--- src/rtl/spi_pin_expander.sv ---
module spi_pin_expander #(
  parameter int SYNC_STAGES = 2,
  parameter logic [7:0] OP_LOAD_BANK = 8'h09,
  parameter logic [6:0] OP_PIN8_PAIR = 7'h06
) (
  input  logic       clk,
  input  logic       rst_n,
  input  logic       sclk,
  input  logic       cs_n,
  input  logic       mosi,
  output logic [8:0] gpio_out
);
  localparam int BYTE_W = 8;
  localparam int CNT_W  = $clog2(BYTE_W);

  typedef enum logic [1:0] {WAIT_OP, WAIT_DATA, DONE} fsm_t;

  logic [SYNC_STAGES-1:0] sck_q, cs_q, mo_q;
  logic                   sck_d;
  logic [BYTE_W-2:0]      shreg;
  logic [CNT_W-1:0]       bit_cnt;
  fsm_t                   st;
  logic [BYTE_W-1:0]      bank_q;
  logic                   pin8_q;

  always_ff @(posedge clk or negedge rst_n)
    if (!rst_n) begin
      sck_q <= '0;
      cs_q  <= '1;
      mo_q  <= '0;
      sck_d <= 1'b0;
    end else begin
      sck_q <= {sck_q[SYNC_STAGES-2:0], sclk};
      cs_q  <= {cs_q[SYNC_STAGES-2:0], cs_n};
      mo_q  <= {mo_q[SYNC_STAGES-2:0], mosi};
      sck_d <= sck_q[SYNC_STAGES-1];
    end

  wire              cs_idle  = cs_q[SYNC_STAGES-1];
  wire              rise     = sck_q[SYNC_STAGES-1] & ~sck_d & ~cs_idle;
  wire [BYTE_W-1:0] byte_in  = {shreg, mo_q[SYNC_STAGES-1]};
  wire              byte_end = rise && (bit_cnt == CNT_W'(BYTE_W - 1));

  always_ff @(posedge clk or negedge rst_n)
    if (!rst_n) begin
      shreg   <= '0;
      bit_cnt <= '0;
      st      <= WAIT_OP;
      bank_q  <= '0;
      pin8_q  <= 1'b0;
    end else if (cs_idle) begin
      bit_cnt <= '0;
      st      <= WAIT_OP;
    end else if (rise) begin
      shreg   <= byte_in[BYTE_W-2:0];
      bit_cnt <= bit_cnt + 1'b1;
      if (byte_end)
        case (st)
          WAIT_OP: begin
            if (byte_in == OP_LOAD_BANK) st <= WAIT_DATA;
            else begin
              st <= DONE;
              if (byte_in[BYTE_W-1:1] == OP_PIN8_PAIR) pin8_q <= byte_in[0];
            end
          end
          WAIT_DATA: begin
            bank_q <= byte_in;
            st     <= DONE;
          end
          default: st <= DONE;
        endcase
    end

  assign gpio_out = {pin8_q, bank_q};
endmodule

--- config.mk ---
export PLATFORM = sky130hd
export DESIGN_NAME = spi_pin_expander
export DESIGN_NICKNAME = d
export VERILOG_FILES = /design/src/rtl/spi_pin_expander.sv
export SDC_FILE = /design/constraint.sdc
export NUM_CORES = 1
export LEC_CHECK = 0
export BUFFER_PORTS_ARGS = -buffer_cell sky130_fd_sc_hd__buf_2
export CAP_MARGIN = 20
export CORE_MARGIN = 1
export CORE_UTILIZATION = 49
export CTS_CLUSTER_DIAMETER = 80
export DETAILED_ROUTE_END_ITERATION = 7
export PLACE_DENSITY_LB_ADDON = 0.25
export SETUP_SLACK_MARGIN = 0.2
export SYNTH_ARGS = -nofsm -noshare
export SYNTH_HDL_FRONTEND = slang
export SYNTH_SLANG_ARGS = --single-unit
export TNS_END_PERCENT = 20
--- constraint.sdc ---
create_clock -name clk -period 1.43 [get_ports clk]
set_input_delay 0.0715 -clock clk [delete_from_list [all_inputs] [get_ports clk]]
set_output_delay 0.0715 -clock clk [all_outputs]
set_load 0.005 [all_outputs]
After elaboration in Yosys (flattened, before gate mapping)
Index checks and enable logic that the tools add are counted.
{ "word_totals": {"reg_bits": 28} }
{ "op_classes": {"add_sub_neg": 1, "eq_ne": 4, "muxes": 7, "bitwise_logic": 5, "n_reduce_logical": 8} }
{ "ops": {"columns": ["cell", "count"], "rows": [
  ["2-bit two-way mux", 5],
  ["8-bit by 4-bit equality test with 1-bit output (second input constant)", 1],
  ["7-bit by 3-bit equality test with 1-bit output (second input constant)", 1],
  ["3-bit two-way mux", 2],
  ["6-bit AND reduction", 1],
  ["2-bit AND reduction", 2],
  ["4-bit AND reduction", 1],
  ["2-bit nonzero test", 2],
  ["3-bit by 1-bit adder with 3-bit output (second input constant)", 1],
  ["3-bit equality test (second input constant)", 1],
  ["1-bit inverter", 3],
  ["1-bit AND", 2],
  ["2-bit by 1-bit equality test with 1-bit output (second input constant)", 1],
  ["2-bit logical NOT", 1],
  ["1-bit logical AND", 1]
]} }

Logic depth before layout (Yosys ltp)
Gate-level depths: netlist of run 1.
{ "logic_depth": {"depth_word": 7, "ltp_mapped": 5, "mapped_depth_nobuf": 5} }

Worst setup path after synthesis of run 1
No wires, ideal clock.
{ "synth_timing": {"kind": "register to register", "start": "register bit_cnt[0]", "end": "register bank_q[0]", "setup_time_ns": 0.125, "t_arrival_ns": 1.435, "path_slack_ns": -0.129, "path_stages_with_launch": 6, "period_less_slack_ns": 1.559, "cell_sequence": "dfrtp_1 -> ha_1 -> ha_1 -> and4bb_2 -> nand3b_4 -> mux2_2"} }
{ "synth_via": {"elab_chain_cells": 3} }
{ "synth_lines": {"columns": ["item", "line", "source"], "rows": [
  ["from (decl)", "21", "logic [CNT_W-1:0] bit_cnt;"],
  ["from (signal assigned)", "56", "bit_cnt <= bit_cnt + 1'b1;"],
  ["3-bit equality test", "42", "wire byte_end = rise && (bit_cnt == CNT_W'(BYTE_W - 1));"],
  ["1-bit logical AND", "42", null],
  ["4-bit AND reduction (no line)", null, null],
  ["to (signal assigned)", "67", "bank_q <= byte_in;"],
  ["to (decl)", "23", "logic [BYTE_W-1:0] bank_q;"]
]} }
Every way passes these cells.
A chain may end at the register's enable or synchronous reset.

Final worst setup path of run 1
{ "layout_timing": {"start": "register bit_cnt[0]", "end": "register bank_q[3]"} }
The elaborated chain is that of the path after synthesis.

==> metrics.md, run 1 <==
| Metric | Value |
|---|---|
| Status | finished with violations |
| Violations in the final reports | negative setup slack |
| Worst vdd rail ir drop | around 0.85 mV |
| Depth of the CTS H-tree | 1 |
| Post-synth EDFFs | 0 |
| Simple-gate share of the synthesized area | slightly below 10% |
| Beginning of the worst register-to-register path | bit_cnt[0] |
| Logic depth of the worst register-to-register path | 5 |
| Yosys top cell by area | dfrtp_1 |
| Source-to-sink clock delay at the later pin of the worst-skew pair | 0.32 ns |
| Type of element capturing the critical path | register |
| Sort of element at the start of the critical path | register |
| Gp weighted congestion | 0.7376 |
| Sw Pwr | 0.4032 mW |
| Most common cell after layout, fill and taps aside | dfrtp_1 |
| GRT Total Usage | 18.20% |
| Number of placement rows | 16 |
| Reg clk slew, reported paths | 0.13 ns |
| Part of the power in combinational logic | 18.7% |
| Cell with the largest stage delay on the worst path | dfrtp_1 |
| Synth area leaders | dfrtp_1 (60%), mux2_2 (17%), dfstp_2 (4.9%), ha_1 (2.3%), mux2i_1 (1.9%) |
| Maximum frequency from static timing analysis | ~630 MHz |
| Pre-CTS setup slack | -0.1939 ns |
| Layout overhead on the synthesized area | 27.76% |
| Post-placement cell area | 1247 sq um |
| CTS sink cnt | 28 |
| R2R Path End | bank_q[3] |
| Min Clock Period, post-route | 1.597 ns |
| Total of warnings raised by yosys | 0 |
| Data required time of the critical path | around 1.7 ns |
| Clk_skew | around 0.0038 ns |
| Final Hold Slack | roughly 0.27 ns |
| Total leakage power | around 0.75 nW |
| Largest family of logic cells by synthesized area | multiplexers |
| Cell chosen for the clock root | clkbuf_4 |
| Part of the total power dissipated in the clock network | 20.1% |
| Fraction of final layout cells sized beyond drive strength 1 | 53.68% |
| Pint | 1.186 mW |
| Number of flip-flops and latches in the synthesized netlist | 28 |
| Power share of the sequential group | 61.2% |
| Antenna violations before repair | 0 |
| Worst-path maximum fanout | 8 |
| Utilization after layout | around two thirds |
| Core region area | 2022 sq um |
| Clock tree from TritonCTS | built |
| Number of maximum-capacitance violations | 0 |
| I/O pin cnt | 14 |
| Wire length of the first global-routing pass | about 3.2 mm |
| Non-Filler Cell Area, Final | 1376 sq um |
| Total die area | 2390 sq um |
| Multiplexer share of the synthesized area | 18.58% |
| Die Width | 48.89 um |
| Switch share | 25.37% |
| Max Root-Sink Buffers | 2 |
| Cells after Synth | between 60 and 70 |
| Tightest Hold Check Type | in2async |
| Initial DRC Count | 1 |
| Via count | around 630 |
| Starting Density | 53.28% |
| Leading cell types in the layout, fill and taps excluded | dfrtp_1 (26), buf_2 (13), mux2_4 (11) |
| Antenna fix cells | 0 |
| Netlist Area Pre-Place | 1077 sq um |
| Number of slew-limit violations in the final report | 0 |
| Average cell area after synthesis | 15.61 sq um |
| Top cell type's share of synthesized area | between 60 and 70% |
| Share of synthesized cell area in full adder, half adder and majority cells | 2.323% |
| Residual overflow from global routing | 0 |
| Post-route ant nets | 0 |
| Finish-stage setup viols | 9 |
| Slew at the pin closest to its max-slew limit | between 0.5 and 0.6 ns |
| Tightest slew margin relative to the limit | approximately three fifths |
| Final worst-path setup slack | -0.1668 ns |
| Most frequently used flop master after synthesis | dfrtp_1 |
| Reg-to-reg setup timing slack | -0.17 ns |
| Power after layout | 1.589 mW |
| Unique cell type count in the Yosys netlist | 22 |
| Post-synthesis compound-gate area fraction | 1.394% |
| Xor and xnor fraction of the mapped netlist area | 0.8130% |
| Final WL | ~1.8 mm |
| Arr. time, crit path | 1.82 ns |
| Number of fillers in the final layout | between 100 and 150 |
| Final-report hold violation count | 0 |
| Cell breakdown of the critical path | ha_4 -> ha_4 -> and4bb_2 -> nand3b_4 -> mux2_4 |
| Avg Vias per Cell | 5.197 |
| CP peak stage delay | approximately 0.44 ns |
| Family of cells with the greatest summed delay on the critical path | flip-flops |
| DRC errors left | 0 |
| Setup repair after global routing missed its margin | yes |
| NumNets Final | 103 |
| Crit Path Class | reg2reg |
| Combined area of the multi-input logic cells | 444.2 sq um |
| Footprint of the flip-flops and latches | between 700 and 800 sq um |
| Buffers on Ports | 13 |
| Final cycle utilization of the critical path | 111.7% |
| Total CTS buffers | 3 |
| Vertical extent of the die | between 40 and 50 um |
| Sequential share of the synthesized area | 65.27% |
| Routed WL per cell | 14.73 um |
| Ratio of total power to cell area | 1155 nW/um^2 |
| Crit path top cell by count | ha_4 |
| Maximum number of pins on one net before global-route repair | 29 |
| Share of async-settable or async-resettable flops after synthesis | between 90% and 100% |
| DRT Pass-1 Iters | 4 |
| HPWL after detailed placement | around 1.2 mm |
| Syn_nets | 76 |
| Via count of the first global-routing pass | 653 |
| Buffers & Inverters on Critical Path | 0 |
timing repair:
action                                  CTS  global route
pin swaps                                 6             3
hold endpoints to repair                 29             0
endpoints found under the setup margin   18            18
setup buffers                             1             0
resized for setup                         8             2
cloned                                    0             0
hold buffers                              4             0
synth_stat cells (2+ instances only):
cell type,instances
nand2b_1,2
nand4_1,2
nor2_1,3
mux2_2,16
ha_1,2
dfstp_2,2
mux2i_1,2
dfrtp_1,26
state kept, by name, summed over array words and instances (netlist names):
name / count
shreg: 7
sck_d: 1
cs_q: 2
bank_q: 8
bit_cnt: 3
mo_q: 2
pin8_q: 1
sck_q: 2
st: 2
per-stage QoR:
stage | instances | TNS (ns)
3_5_place_dp | 113 | -1.574
6_report | 122 | -1.416
2_1_floorplan | 69 | -0.7710
3_3_place_gp | 113 | -1.134
4_1_cts | 122 | -1.438
5_1_grt | 122 | -1.828
per-layer routing:
layer,up-vias,global-route usage (%),wire length [um]
met4,0,8.824,42
met1,320,25.26,892
met3,5,2.804,38
met2,14,28.01,824
li1,295,-,-
met5,-,0,0
area by class of cell:
class	count	area share, %
Clock buffer	4	1.909
Sequential cell	28	51.09
Timing Repair Buffer	25	12.00
Tap cell	27	2.455
Multi-Input combinational cell	37	32.27
Inverter	1	0.2727
power by group through the flow:
stage	sequential (mW)	combinational [mW]	clock, mW
floorplan	0.962	0.118	0
global placement	0.971	0.244	0
detailed placement	0.979	0.250	0
CTS	0.965	0.292	0.329
global route	0.983	0.323	0.363
finish	0.973	0.296	0.319
logic make-up after synthesis:
family / after synthesis
xor gates and xnor gates: 1
muxes: 18
buffers and inverters: 4
and+or+nand+nor: 14
DFF: 28
AOI/OAI and AO/OA: 2
adders and majority gates: 2
how the worst max path moves through the flow:
stage,start,end,slack (ns),cells after the start
6_report,bit_cnt[0],bank_q[3],-0.17,5
5_1_grt,bit_cnt[1],bank_q[4],-0.22,5
4_1_cts,bit_cnt[1],bank_q[0],-0.17,5
3_5_place_dp,bit_cnt[0],bank_q[3],-0.19,5
3_3_place_gp,bit_cnt[1],bank_q[4],-0.13,5
2_1_floorplan,bit_cnt[0],bank_q[0],-0.09,5
No activity file was read; power rests on OpenSTA's default activity.
==> run 2, diff against run 1 <==
--- a/config.mk
+++ b/config.mk
@@ -8,7 +8,7 @@
 export BUFFER_PORTS_ARGS = -buffer_cell sky130_fd_sc_hd__buf_2
 export CAP_MARGIN = 20
 export CORE_MARGIN = 1
-export CORE_UTILIZATION = 49
+export CORE_UTILIZATION = 50
 export CTS_CLUSTER_DIAMETER = 80
 export DETAILED_ROUTE_END_ITERATION = 7
 export PLACE_DENSITY_LB_ADDON = 0.25
==> constraint.sdc (replaced) <==
create_clock -name clk -period 1.7 [get_ports clk]
set_input_delay 0.085 -clock clk [delete_from_list [all_inputs] [get_ports clk]]
set_output_delay 0.085 -clock clk [all_outputs]
set_load 0.005 [all_outputs]
==> metrics.md, run 2 (synthesis results as in run 1) <==
| Metric | Value |
|---|---|
| Status | completed |
| DRC errors left | 0 (unchanged) |
| Post-placement cell area | 1195 sq um (-4.2%) |
| Maximum frequency from static timing analysis | 622.0 MHz (-0.67%) |
| Via count of the first global-routing pass | 612 (-6.3%) |
| Total CTS buffers | 3 (unchanged) |
| Cell chosen for the clock root | clkbuf_4 |
| Logic depth of the worst register-to-register path | 5 (unchanged) |
| Maximum number of pins on one net before global-route repair | 29 (unchanged) |
| Cell with the largest stage delay on the worst path | dfrtp_1 |
| Data required time of the critical path | 1.91 ns (+0.26 ns) |
| Starting Density | 53.81% (+0.53 points) |
| Slew at the pin closest to its max-slew limit | 0.5940 ns (+0.0005741 ns) |
| Setup repair after global routing missed its margin | yes |
| Ratio of total power to cell area | 954.1 nW/um^2 (-17%) |
| Fraction of final layout cells sized beyond drive strength 1 | 46.07% (-7.6 points) |
| Die Width | 48.42 um (-0.97%) |
| Core region area | 2002 sq um (-0.99%) |
| Gp weighted congestion | 0.6976 (-5.4%) |
| Sum of negative setup slack | 0 ns (+1.416 ns) |
| Type of element capturing the critical path | register |
| Worst vdd rail ir drop | 0.6251 mV (-26%) |
| R2R Path End | bank_q[0] |
| Number of slew-limit violations in the final report | 0 (unchanged) |
| Vertical extent of the die | 48.42 um (-0.97%) |
| Tightest slew margin relative to the limit | 60.40% (about the same) |
| I/O pin cnt | 14 (unchanged) |
| Final cycle utilization of the critical path | 94.56% (-17 points) |
| Buffers on Ports | 13 (unchanged) |
| Antenna violations before repair | 0 (unchanged) |
| Total die area | 2344 sq um (-1.9%) |
| Final WL | 1.659 mm (-7.7%) |
| Number of placement rows | 16 (unchanged) |
| Reg-to-reg setup timing slack | 0.09 ns (+0.26 ns) |
| Clk_skew | 0.01288 ns (+0.009107 ns) |
| Power after layout | 1.227 mW (-23%) |
| Flip-flop count of the largest register, all copies and words added | 8 (unchanged) |
| Source-to-sink clock delay at the later pin of the worst-skew pair | 0.32 ns (about the same) |
| Antenna fix cells | 0 (unchanged) |
| Clock tree from TritonCTS | built |
| Routed WL per cell | 14.30 um (-2.9%) |
| Cell breakdown of the critical path | ha_2 -> ha_4 -> and4bb_2 -> nand3b_4 -> mux2_4 |
| NumNets Final | 97 (-5.8%) |
| Via count | 607 (-4.3%) |
| Non-Filler Cell Area, Final | 1286 sq um (-6.5%) |
| HPWL after detailed placement | 1.042 mm (-13%) |
| CTS sink cnt | 28 (unchanged) |
| Post-route ant nets | 0 (unchanged) |
| Launch point of the critical path | bit_cnt[1] |
| Number of maximum-capacitance violations | 0 (unchanged) |
| Final-report hold violation count | 0 (unchanged) |
| Crit Path Class | reg2reg |
| Min Clock Period, post-route | 1.608 ns (+0.01076 ns) |
| Most common cell after layout, fill and taps aside | dfrtp_1 |
| Avg Vias per Cell | 5.233 (+0.69%) |
| Most flop-heavy register | bank_q |
| Total leakage power | 0.7073 nW (-5.6%) |
| Layout overhead on the synthesized area | 19.40% |
| CP peak stage delay | 0.41 ns (-0.03 ns) |
| Depth of the CTS H-tree | 1 (unchanged) |
| Leading cell types in the layout, fill and taps excluded | dfrtp_1 (26), buf_2 (13), mux2_4 (8), mux2_2 (8), dlygate4sd3_1 (4) |
| Tightest Hold Check Type | in2async |
| Final Hold Slack | 0.2838 ns (+0.01874 ns) |
| Beginning of the worst register-to-register path | bit_cnt[1] |
| Biggest regs | bank_q (8), shreg (7), bit_cnt (3) |
| Finish-stage setup viols | 0 (-9) |
| Max Root-Sink Buffers | 2 (unchanged) |
| Wire length of the first global-routing pass | 2.801 mm (-13%) |
| Reg clk slew, reported paths | 0.14 ns (about the same) |
| GRT Total Usage | 16.01% (-2.2 points) |
| DRT Pass-1 Iters | 3 (-1) |
| Family of cells with the greatest summed delay on the critical path | simple AND/OR/NAND/NOR gates |
| Sort of element at the start of the critical path | register |
| Residual overflow from global routing | 0 (unchanged) |
| Arr. time, crit path | 1.81 ns (about the same) |
| Worst-path maximum fanout | 8 (unchanged) |
| Initial DRC Count | 3 (+2) |
| Buffers & Inverters on Critical Path | 0 (unchanged) |
run 2: worst reg2reg max path: stages, from the launching register on:
cell and delay [ns]:
dfrtp_1 0.41, ha_2 0.20, ha_4 0.15, and4bb_2 0.26, nand3b_4 0.17, mux2_4 0.32
run 2: through the flow:
| step | util, % | worst slack [ns] | std cells |
|---|---|---|---|
| after global placement | 59.69 | 0.1294 | 106 |
| after detailed placement | 59.69 | 0.1049 | 106 |
| after floorplan | - | 0.1788 | 69 |
| final | 64.25 | 0.09241 | 116 |
| after CTS | 63.38 | 0.1052 | 115 |
| after global routing | 64.25 | 0.05717 | 116 |
run 2: layout make-up:
type                       instances  area [sq um]
timing repair buffer              19         120.1
sequential                        28         703.2
fill                             157         715.7
clock buffer                       4         26.28
multi-input combinational         37         399.1
tap                               27         33.78
inverter                           1         3.754
run 2: timing repair:
item                                    4_1_cts  5_1_grt
pin swaps                                     1        1
gates resized for setup                       0        1
hold buffers                                  4        0
buffers inserted                              1        1
endpoints found under the setup margin        9       18
hold endpoints to repair                     29        0
run 2: metal layers:
layer  wire (um)  GRT usage, %  vias to the layer above
met5           0             0                        -
met4          13         7.353                        0
met3          50         2.830                        2
met2         766         23.00                       15
met1         828         23.73                      304
li1            -             -                      286
run 2: power by group:
part           total, mW  switching [mW]  leakage [nW]  internal, mW
logic              0.136          0.0510         0.332        0.0847
registers          0.826          0.0796         0.361         0.746
clock network      0.265           0.174        0.0150        0.0916
total               1.23           0.304         0.707         0.923
run 2: worst max-delay path by stage:
stage                end  slack (ns)  depth (start not counted)
6_report       bank_q[0]        0.09                          5
5_1_grt        bank_q[0]        0.06                          5
4_1_cts        bank_q[0]        0.11                          5
3_5_place_dp   bank_q[0]        0.10                          5
3_3_place_gp   bank_q[3]        0.13                          5
2_1_floorplan  bank_q[0]        0.18                          5
